[src/rtl/flash_bus_pkg.sv]
package flash_bus_pkg;
  typedef enum logic [2:0] {
    ST_IDLE = 3'd0,
    ST_WSET = 3'd1,
    ST_WLOW = 3'd2,
    ST_WHLD = 3'd3,
    ST_WREC = 3'd4,
    ST_RACC = 3'd5,
    ST_RFLT = 3'd6
  } fl_state_e;
endpackage

[src/rtl/flash_phase_tmr.sv]
module flash_phase_tmr #(
  parameter int unsigned CW = 8
) (
  input  logic          clk_i,
  input  logic          rst_ni,
  input  logic          load_i,
  input  logic [CW-1:0] val_i,
  output logic          zero_o
);
  logic [CW-1:0] cnt_q;

  always_ff @(posedge clk_i or negedge rst_ni) begin
    if (!rst_ni)           cnt_q <= '0;
    else if (load_i)       cnt_q <= val_i;
    else if (cnt_q != '0)  cnt_q <= cnt_q - 1'b1;
  end

  assign zero_o = (cnt_q == '0);
endmodule

[src/rtl/flash_bank_dec.sv]
module flash_bank_dec #(
  parameter int unsigned BANKS = 2,
  localparam int unsigned BW   = (BANKS > 1) ? $clog2(BANKS) : 1
) (
  input  logic             clk_i,
  input  logic             rst_ni,
  input  logic             active_i,
  input  logic [BW-1:0]    bank_i,
  output logic [BANKS-1:0] ce_n_o
);
  for (genvar b = 0; b < BANKS; b++) begin : g_sel
    assign ce_n_o[b] = !(active_i && (bank_i == BW'(b)));
  end

  assert_cs_excl_R2: assert property (@(posedge clk_i) disable iff (!rst_ni)
    $countones(~ce_n_o) <= 1);
endmodule

[src/rtl/flash_seq.sv]
module flash_seq
  import flash_bus_pkg::*;
#(
  parameter int unsigned T_AS  = 2,
  parameter int unsigned T_WP  = 3,
  parameter int unsigned T_DH  = 1,
  parameter int unsigned T_WPH = 2,
  parameter int unsigned T_ACC = 5,
  parameter int unsigned T_DF  = 2,
  parameter int unsigned CW    = 8
) (
  input  logic clk_i,
  input  logic rst_ni,
  input  logic start_i,
  input  logic wr_i,
  output logic idle_o,
  output logic done_o,
  output logic cap_o,
  output logic cs_act_o,
  output logic oe_act_o,
  output logic we_act_o,
  output logic drive_o
);
  fl_state_e     state_q, state_d;
  logic          ld, zero, done_d, done_q;
  logic [CW-1:0] ld_val;

  flash_phase_tmr #(.CW(CW)) u_tmr (
    .clk_i (clk_i),
    .rst_ni(rst_ni),
    .load_i(ld),
    .val_i (ld_val),
    .zero_o(zero)
  );

  always_comb begin
    state_d = state_q;
    ld      = 1'b0;
    ld_val  = '0;
    done_d  = 1'b0;
    cap_o   = 1'b0;
    unique case (state_q)
      ST_IDLE: if (start_i) begin
        ld = 1'b1;
        if (wr_i) begin state_d = ST_WSET; ld_val = CW'(T_AS - 1);  end
        else      begin state_d = ST_RACC; ld_val = CW'(T_ACC - 1); end
      end
      ST_WSET: if (zero) begin state_d = ST_WLOW; ld = 1'b1; ld_val = CW'(T_WP - 1);  end
      ST_WLOW: if (zero) begin state_d = ST_WHLD; ld = 1'b1; ld_val = CW'(T_DH - 1);  end
      ST_WHLD: if (zero) begin state_d = ST_WREC; ld = 1'b1; ld_val = CW'(T_WPH - 1); end
      ST_WREC: if (zero) begin state_d = ST_IDLE; done_d = 1'b1; end
      ST_RACC: if (zero) begin
        state_d = ST_RFLT; ld = 1'b1; ld_val = CW'(T_DF - 1); cap_o = 1'b1;
      end
      ST_RFLT: if (zero) begin state_d = ST_IDLE; done_d = 1'b1; end
      default: state_d = ST_IDLE;
    endcase
  end

  always_ff @(posedge clk_i or negedge rst_ni) begin
    if (!rst_ni) begin
      state_q <= ST_IDLE;
      done_q  <= 1'b0;
    end else begin
      state_q <= state_d;
      done_q  <= done_d;
    end
  end

  assign idle_o   = (state_q == ST_IDLE);
  assign done_o   = done_q;
  assign cs_act_o = (state_q inside {ST_WSET, ST_WLOW, ST_WHLD, ST_WREC, ST_RACC});
  assign oe_act_o = (state_q == ST_RACC);
  assign we_act_o = (state_q == ST_WLOW);
  assign drive_o  = (state_q inside {ST_WLOW, ST_WHLD});

  assert_rsp_pulse_R9: assert property (@(posedge clk_i) disable iff (!rst_ni)
    done_o |=> !done_o);
endmodule

[src/rtl/flash_bus_ctrl.sv]
module flash_bus_ctrl #(
  parameter int unsigned ADDR_W = 18,
  parameter int unsigned FL_AW  = 17,
  parameter int unsigned DW     = 16,
  parameter int unsigned T_AS   = 2,
  parameter int unsigned T_WP   = 3,
  parameter int unsigned T_DH   = 1,
  parameter int unsigned T_WPH  = 2,
  parameter int unsigned T_ACC  = 5,
  parameter int unsigned T_DF   = 2,
  parameter int unsigned CW     = 8,
  localparam int unsigned BW    = ADDR_W - FL_AW,
  localparam int unsigned BANKS = 1 << BW
) (
  input  logic              clk_i,
  input  logic              rst_ni,
  input  logic              req_valid_i,
  output logic              req_ready_o,
  input  logic              req_we_i,
  input  logic [ADDR_W-1:0] req_addr_i,
  input  logic [DW-1:0]     req_wdata_i,
  output logic              rsp_valid_o,
  output logic [DW-1:0]     rsp_rdata_o,
  output logic [BANKS-1:0]  fl_ce_n_o,
  output logic              fl_oe_n_o,
  output logic              fl_we_n_o,
  output logic [FL_AW-1:0]  fl_addr_o,
  output logic [DW-1:0]     fl_dq_o,
  output logic              fl_dq_oe_o,
  input  logic [DW-1:0]     fl_dq_i
);
  logic              start, idle, cap, cs_act, oe_act, we_act, drive;
  logic [ADDR_W-1:0] addr_q;
  logic [DW-1:0]     wdata_q, rdata_q;
  logic              we_q;

  assign start = req_valid_i && idle;

  always_ff @(posedge clk_i or negedge rst_ni) begin
    if (!rst_ni) begin
      addr_q  <= '0;
      wdata_q <= '0;
      we_q    <= 1'b0;
      rdata_q <= '0;
    end else begin
      if (start) begin
        addr_q  <= req_addr_i;
        wdata_q <= req_wdata_i;
        we_q    <= req_we_i;
      end
      if (cap) rdata_q <= fl_dq_i;
    end
  end

  flash_seq #(
    .T_AS(T_AS), .T_WP(T_WP), .T_DH(T_DH), .T_WPH(T_WPH),
    .T_ACC(T_ACC), .T_DF(T_DF), .CW(CW)
  ) u_seq (
    .clk_i   (clk_i),
    .rst_ni  (rst_ni),
    .start_i (start),
    .wr_i    (req_we_i),
    .idle_o  (idle),
    .done_o  (rsp_valid_o),
    .cap_o   (cap),
    .cs_act_o(cs_act),
    .oe_act_o(oe_act),
    .we_act_o(we_act),
    .drive_o (drive)
  );

  flash_bank_dec #(.BANKS(BANKS)) u_bank (
    .clk_i   (clk_i),
    .rst_ni  (rst_ni),
    .active_i(cs_act),
    .bank_i  (addr_q[ADDR_W-1:FL_AW]),
    .ce_n_o  (fl_ce_n_o)
  );

  assign req_ready_o = idle;
  assign rsp_rdata_o = rdata_q;
  assign fl_oe_n_o   = !oe_act;
  assign fl_we_n_o   = !we_act;
  assign fl_addr_o   = addr_q[FL_AW-1:0];
  assign fl_dq_o     = wdata_q;
  assign fl_dq_oe_o  = drive;

  // never hand the selects straight from one bank to another
  assert_bank_gap_R3: assert property (@(posedge clk_i) disable iff (!rst_ni)
    (($past(fl_ce_n_o) != '1) && (fl_ce_n_o != '1)) |-> (fl_ce_n_o == $past(fl_ce_n_o)));

  assert_rd_recovery_R4: assert property (@(posedge clk_i) disable iff (!rst_ni)
    $fell(fl_we_n_o) |-> (fl_oe_n_o && $past(fl_oe_n_o)));

  assert_dq_window_R5: assert property (@(posedge clk_i) disable iff (!rst_ni)
    fl_dq_oe_o |-> (fl_oe_n_o && (fl_ce_n_o != '1) && $stable(fl_dq_o)));

  assert_addr_stable_R6: assert property (@(posedge clk_i) disable iff (!rst_ni)
    ((fl_ce_n_o != '1) && ($past(fl_ce_n_o) != '1)) |-> $stable(fl_addr_o));

  assert_busy_R9: assert property (@(posedge clk_i) disable iff (!rst_ni)
    (req_valid_i && req_ready_o) |=> !req_ready_o);
endmodule

[config.mk]
export PLATFORM = sky130hd
export DESIGN_NAME = flash_bus_ctrl
export DESIGN_NICKNAME = d
export VERILOG_FILES = /design/src/rtl/flash_bus_pkg.sv /design/src/rtl/flash_phase_tmr.sv /design/src/rtl/flash_bank_dec.sv /design/src/rtl/flash_seq.sv /design/src/rtl/flash_bus_ctrl.sv
export SDC_FILE = /design/constraint.sdc
export NUM_CORES = 1
export LEC_CHECK = 0
export BUFFER_PORTS_ARGS = -buffer_cell sky130_fd_sc_hd__buf_2
export CORE_MARGIN = 5
export CORE_UTILIZATION = 35
export CTS_CLUSTER_SIZE = 28
export DETAILED_ROUTE_END_ITERATION = 8
export PLACE_DENSITY = 0.6
export SLEW_MARGIN = 20
export SYNTH_ARGS = -nofsm -noshare
export SYNTH_HDL_FRONTEND = slang
export SYNTH_SLANG_ARGS = --single-unit
[constraint.sdc]
create_clock -name clk_i -period 3.6 [get_ports clk_i]
set_input_delay 1.08 -clock clk_i [delete_from_list [all_inputs] [get_ports clk_i]]
set_output_delay 1.08 -clock clk_i [all_outputs]
set_load 0.01 [all_outputs]
Yosys cells after proc, flatten, opt, wreduce, memory -nomap -nowiden --
Cells that the tools add are included.
Word-level totals: bits in registers 62, bits of input ports 54, output and inout bits 56, word-level logic and storage cells 57
Operators by class: $add $sub $neg 1, equality and inequality tests 12, muxes and demuxes 20, bitwise logic cells 1, reduce and logical (&&, ||, !) cells 17
Operators by type and width (count):
- $mux W3 | 8
- $mux W8 | 3
- $pmux W8 S3 | 1
- $pmux W3 S6 | 1
- $eq A3 B3 Y1 const B | 3
- $logic_not A8 Y1 | 1
- $reduce_bool A8 Y1 | 1
- $sub A8 B1 Y8 const B | 1
- $eq A3 B2 Y1 const B | 2
- $ne A2 B1 Y1 const B | 3
- $ne A2 B2 Y1 const B | 3
- $reduce_and A6 Y1 | 1
- $mux W1 | 5
- $reduce_bool A5 Y1 | 1
- $logic_not A1 Y1 | 4
- $reduce_bool A2 Y1 | 2
- $reduce_or A2 Y1 | 2
- $reduce_or A4 Y1 | 1
- $eq A3 B1 Y1 const B | 1
- $logic_and A1 B1 Y1 | 3
- $logic_not A3 Y1 | 1
- $mux W2 | 1
- $pmux W1 S2 | 1
- $not A1 Y1 | 1

Longest topological paths before layout --
depth after elaboration 5, gate-level depth with buffers 7, gate-level depth less buffers 6

Cells and area by module --
From an unflattened synthesis, not the netlist that was laid out.
Second synthesis, totals: cells, all modules 221, area total of the unflattened synthesis 2921.6 um2
Modules (own cells, without submodules):
- flash_bus_ctrl | instances 1, cells each 126, area an instance 2123.3 um2, sequential area each 1251.2 um2
- flash_phase_tmr | instances 1, cells each 54, area an instance 476.7 um2, sequential area each 200.2 um2
- flash_seq | instances 1, cells each 39, area an instance 311.5 um2, sequential area each 100.1 um2
- flash_bank_dec | instances 1, cells each 2, area an instance 10.0 um2, sequential area each 0.0 um2

Worst setup path after synthesis --
Ideal clock, no wire load.
path kind register -> output, from reg u_seq.state_q[1], to out fl_ce_n_o[0], arrival time 1.276 ns, required time 2.520 ns, path slack 1.244 ns, stages on the path, launching flop included 6, buffers on the path 1, cells stage by stage dfrtp_1 -> clkbuf_1 -> or2_2 -> nor2_1 -> a21oi_1 -> nand2b_1
Between the ends: longest elaborated chain between the ends 4, elaborated cells between the ends (all ways) 8, those cells by class 5 x eq/ne; 3 x reduce/logical
Ends and longest elaborated chain:
- start: declaration | RTL line flash_seq.sv:24 | fl_state_e state_q, state_d;
- start signal: assignment | RTL line flash_seq.sv:65 | state_q <= state_d;
- $eq A3 B1 Y1, or another cell as far along | RTL line flash_seq.sv:72 | assign cs_act_o = (state_q inside {ST_WSET, ST_WLOW, ST_WHLD, ST_WREC, ST_RACC});
- $reduce_bool A5 Y1 (*) | RTL line flash_seq.sv:72
- $logic_and A1 B1 Y1 (*) | RTL line flash_bank_dec.sv:12 | assign ce_n_o[b] = !(active_i && (bank_i == BW'(b)));
- $logic_not A1 Y1 (*) | RTL line flash_bank_dec.sv:12
- end: declaration | RTL line flash_bus_ctrl.sv:24 | output logic [BANKS-1:0] fl_ce_n_o,
Every way passes the cells marked *; elsewhere a longest branch is shown, timed or not.

Worst setup path in the final report --
Same ends and word-level chain as after synthesis.

==> flow_summary.json <==
{
  "powerDensity_mw_per_mm2": 881.8,
  "synth_flop_cell": "sky130_fd_sc_hd__dfrtp_1",
  "finalCriticalPeriod_ps": 2747,
  "via_count": 1932,
  "first_global_vias": 2072,
  "drc_violation_count_after_routing": 0,
  "leakagePower_nw": 1.762,
  "ys_seq_elements": 62,
  "critical_path.slowest_cell": "sky130_fd_sc_hd__dfrtp_1",
  "clock-sinks": 62,
  "post_drt_via_cell_ratio": 4.644,
  "area_growth_syn_to_layout_pct": 32.04,
  "avgSynthCellArea_um2": 13.85,
  "post_synth_inst_count": 194,
  "setup.worst_path.end_class": "output port",
  "maxSlewViolCount": 0,
  "clkTransAtPathRegs_ps": 70,
  "grt-ovfl-total": 0,
  "setup.worst_path.class": "flip-flop to output port",
  "ant_nets": 0,
  "synth_top_family_by_area": "multiplexers",
  "final_critical_path_setup_slack_ps": 852.9,
  "ioPinCount": 110,
  "place_worst_setup_slack_ps": 1040,
  "synthAdderAreaFrac": 0.01304,
  "fmax_ghz": 0.3640,
  "layout_commonest_cell": "sky130_fd_sc_hd__buf_2",
  "synth_simple_gate_area_share": 0.09595,
  "grt_first_pass_wirelength_um": 9701,
  "post-route-period-util": 0.7631,
  "detail_route.first_pass.iterations": 4,
  "number_of_warnings_printed_during_yosys_synthesis": 0,
  "dp_hpwl_um": 4315,
  "cts_tree": "built",
  "grt_max_degree": 52,
  "p_int_w": 0.002031,
  "cts_hold_buf": 0,
  "clock-root-buffer": "sky130_fd_sc_hd__clkbuf_8",
  "place_congestion": 0.7949,
  "core-area_mm2": 0.007607,
  "max-vdd-ir-drop_mv": 0.4040,
  "cts_resized": 0,
  "critical_path_arrival_ps": 1670,
  "critPathMaxStageDelay_ps": 520,
  "postSynth.asyncResetShare": 1.000,
  "detailedRoute.firstIterationViolations": 52,
  "total_switching_power_w": 0.001097,
  "final.setup.tns_ps": 0,
  "synthDistinctLibCells": 42,
  "clock_power_share": 0.193,
  "clock_tree_buf_depth": 2,
  "n_antenna_cell": 0,
  "max_cap_viol_count": 0,
  "synthesized_area_mm2": 0.002686,
  "grt_setup_unrepaired": "no",
  "p_sw_frac": 0.3507,
  "worst-path-max-fanout": 12,
  "setup-violations-final": 0,
  "grt_antenna_before_repair": 0,
  "portBuffers": 109,
  "sequentialPowerShare": 0.408,
  "edff_count_synth": 0,
  "cp.buffers_inverters": 1,
  "full_die_area_mm2": 0.009528,
  "worst-slew-pin-transition_ps": 662.1,
  "worst_slew_margin_rel": 0.5545,
  "ys_seq_area_frac": 0.5776,
  "layout_common_cells": "109 x sky130_fd_sc_hd__buf_2, 62 x sky130_fd_sc_hd__dfrtp_1, 40 x sky130_fd_sc_hd__mux2_2, 10 x sky130_fd_sc_hd__mux2_4",
  "crit_path_cell_trace": "or2_2, nor2_1, a21oi_1, nand2b_1, buf_2",
  "design.final.nets": 365,
  "worstPathRequired_ps": 2520,
  "synth-xor-area-share": 0.009781,
  "syn-num-nets": 250,
  "run_status": "finished clean",
  "die_h_um": 97.61,
  "cp-start-kind": "flip-flop",
  "worst_hold_path_type": "flip-flop to flip-flop",
  "hold_ws_ps": 499.3,
  "fin_util": 0.4663,
  "fin_skew_ps": 6.540,
  "synth-compound-area-share": 0.05403,
  "placedCellCount": 400,
  "die_w_um": 97.61,
  "critical-path-top-delay-family": "simple AND/OR/NAND/NOR gates",
  "routed_wl_um": 5790,
  "final_layout_size_suffix_gt1_frac": 0.5924,
  "final-instance-count-excl-fill": 416,
  "drt-wirelength-per-cell_um": 13.92,
  "comb_power_share": 0.399,
  "groute.usage.overall": 0.1252,
  "synth_mux_area_frac": 0.2273,
  "h-tree-depth": 3,
  "initial_utilization": 0.3531,
  "cts-buffers-inserted": 9,
  "post-cts-setup-buffer-count": 0,
  "final-hold-violation-count": 0,
  "core.rowCount": 32,
  "clkLatencyLatePin_ps": 330
}
layout make-up:
class | instances | area [µm²]
clock buffers | 10 | 127.6
clock inverters | 6 | 70.07
fillers | 729 | 4060
inverters | 5 | 18.77
multi-input cells | 119 | 1084
flip-flops and latches | 62 | 1551
well taps | 102 | 127.6
repair buffers | 112 | 568.0
flip-flops by register name (all words and copies together), names as in the netlist:
name / flops
u_seq.state_q: 3
u_seq.done_o: 1
rsp_rdata_o: 16
u_seq.u_tmr.cnt_q: 8
fl_dq_o: 16
addr_q: 18
power by group through the flow:
stage	Combinational (W)	Clock, W	Sequential [W]
final	0.00125	0.000604	0.00128
after detailed placement	0.00127	0	0.00129
after CTS	0.00127	0.000633	0.00128
after floorplan	0.000692	0	0.00137
after global placement	0.00126	0	0.00128
after global routing	0.00138	0.000657	0.00133
stage by stage:
step	instance area [µm²]	power [W]
after floorplan	2686	0.002064
after detailed placement	3349	0.002559
final	3547	0.003128
after global routing	3547	0.003370
after global placement	3349	0.002537
after CTS	3547	0.003186
cell usage after synthesis, types with 2 or more instances:
library cell / count / area share
sky130_fd_sc_hd__or2_2: 2 / 0.0047
sky130_fd_sc_hd__nor2_1: 5 / 0.0070
sky130_fd_sc_hd__nor3_1: 6 / 0.011
sky130_fd_sc_hd__nand2_1: 9 / 0.013
sky130_fd_sc_hd__nor4_1: 2 / 0.0047
sky130_fd_sc_hd__ha_1: 2 / 0.0093
sky130_fd_sc_hd__mux2_4: 10 / 0.056
sky130_fd_sc_hd__buf_2: 3 / 0.0056
sky130_fd_sc_hd__mux2_2: 40 / 0.17
sky130_fd_sc_hd__or3_1: 2 / 0.0047
sky130_fd_sc_hd__inv_1: 5 / 0.0070
sky130_fd_sc_hd__dfrtp_1: 62 / 0.58
sky130_fd_sc_hd__clkbuf_1: 4 / 0.0056
sky130_fd_sc_hd__a21oi_1: 9 / 0.017
sky130_fd_sc_hd__nor2b_1: 2 / 0.0047
sky130_fd_sc_hd__xor2_1: 2 / 0.0065
sky130_fd_sc_hd__o21ai_0: 3 / 0.0056
sky130_fd_sc_hd__nand2b_1: 2 / 0.0047
cells by family after synthesis:
family / after synthesis
AOI/OAI and AO/OA: 22
xor gates and xnor gates: 3
adders and majority gates: 3
buffers and inverters: 13
DFF: 62
muxes: 51
and+or+nand+nor: 40
final timing paths:
path / start / to / slack [ps] / cells past startpoint
max in group asynchronous: rst_ni / rsp_rdata_o[3]$_DFFE_PN0P_ / 2080 / 2
hold / removal: rsp_rdata_o[1]$_DFFE_PN0P_ / rsp_rdata_o[1]$_DFFE_PN0P_ / 500 / 1
min in group asynchronous: rst_ni / fl_dq_o[15]$_DFFE_PN0N_ / 600 / 1
setup reg to reg: u_seq.u_tmr.cnt_q[0]$_DFFE_PN0P_ / u_seq.u_tmr.cnt_q[7]$_DFFE_PN0P_ / 1290 / 6
setup / recovery: u_seq.state_q[1]$_DFFE_PN0P_ / fl_ce_n_o[0] / 850 / 5
hold reg to reg: rsp_rdata_o[1]$_DFFE_PN0P_ / rsp_rdata_o[1]$_DFFE_PN0P_ / 500 / 1
layer usage:
| layer | track usage | wire [µm] | part of all wire | up-vias |
|---|---|---|---|---|
| li1 | - | - | - | 927 |
| met1 | 0.1494 | 2364 | 0.41 | 919 |
| met2 | 0.1961 | 2698 | 0.47 | 78 |
| met3 | 0.06533 | 658 | 0.11 | 8 |
| met4 | 0.03834 | 68 | 0.012 | 0 |
| met5 | 0 | 0 | 0 | - |
Power figures use the tool's default switching activity.
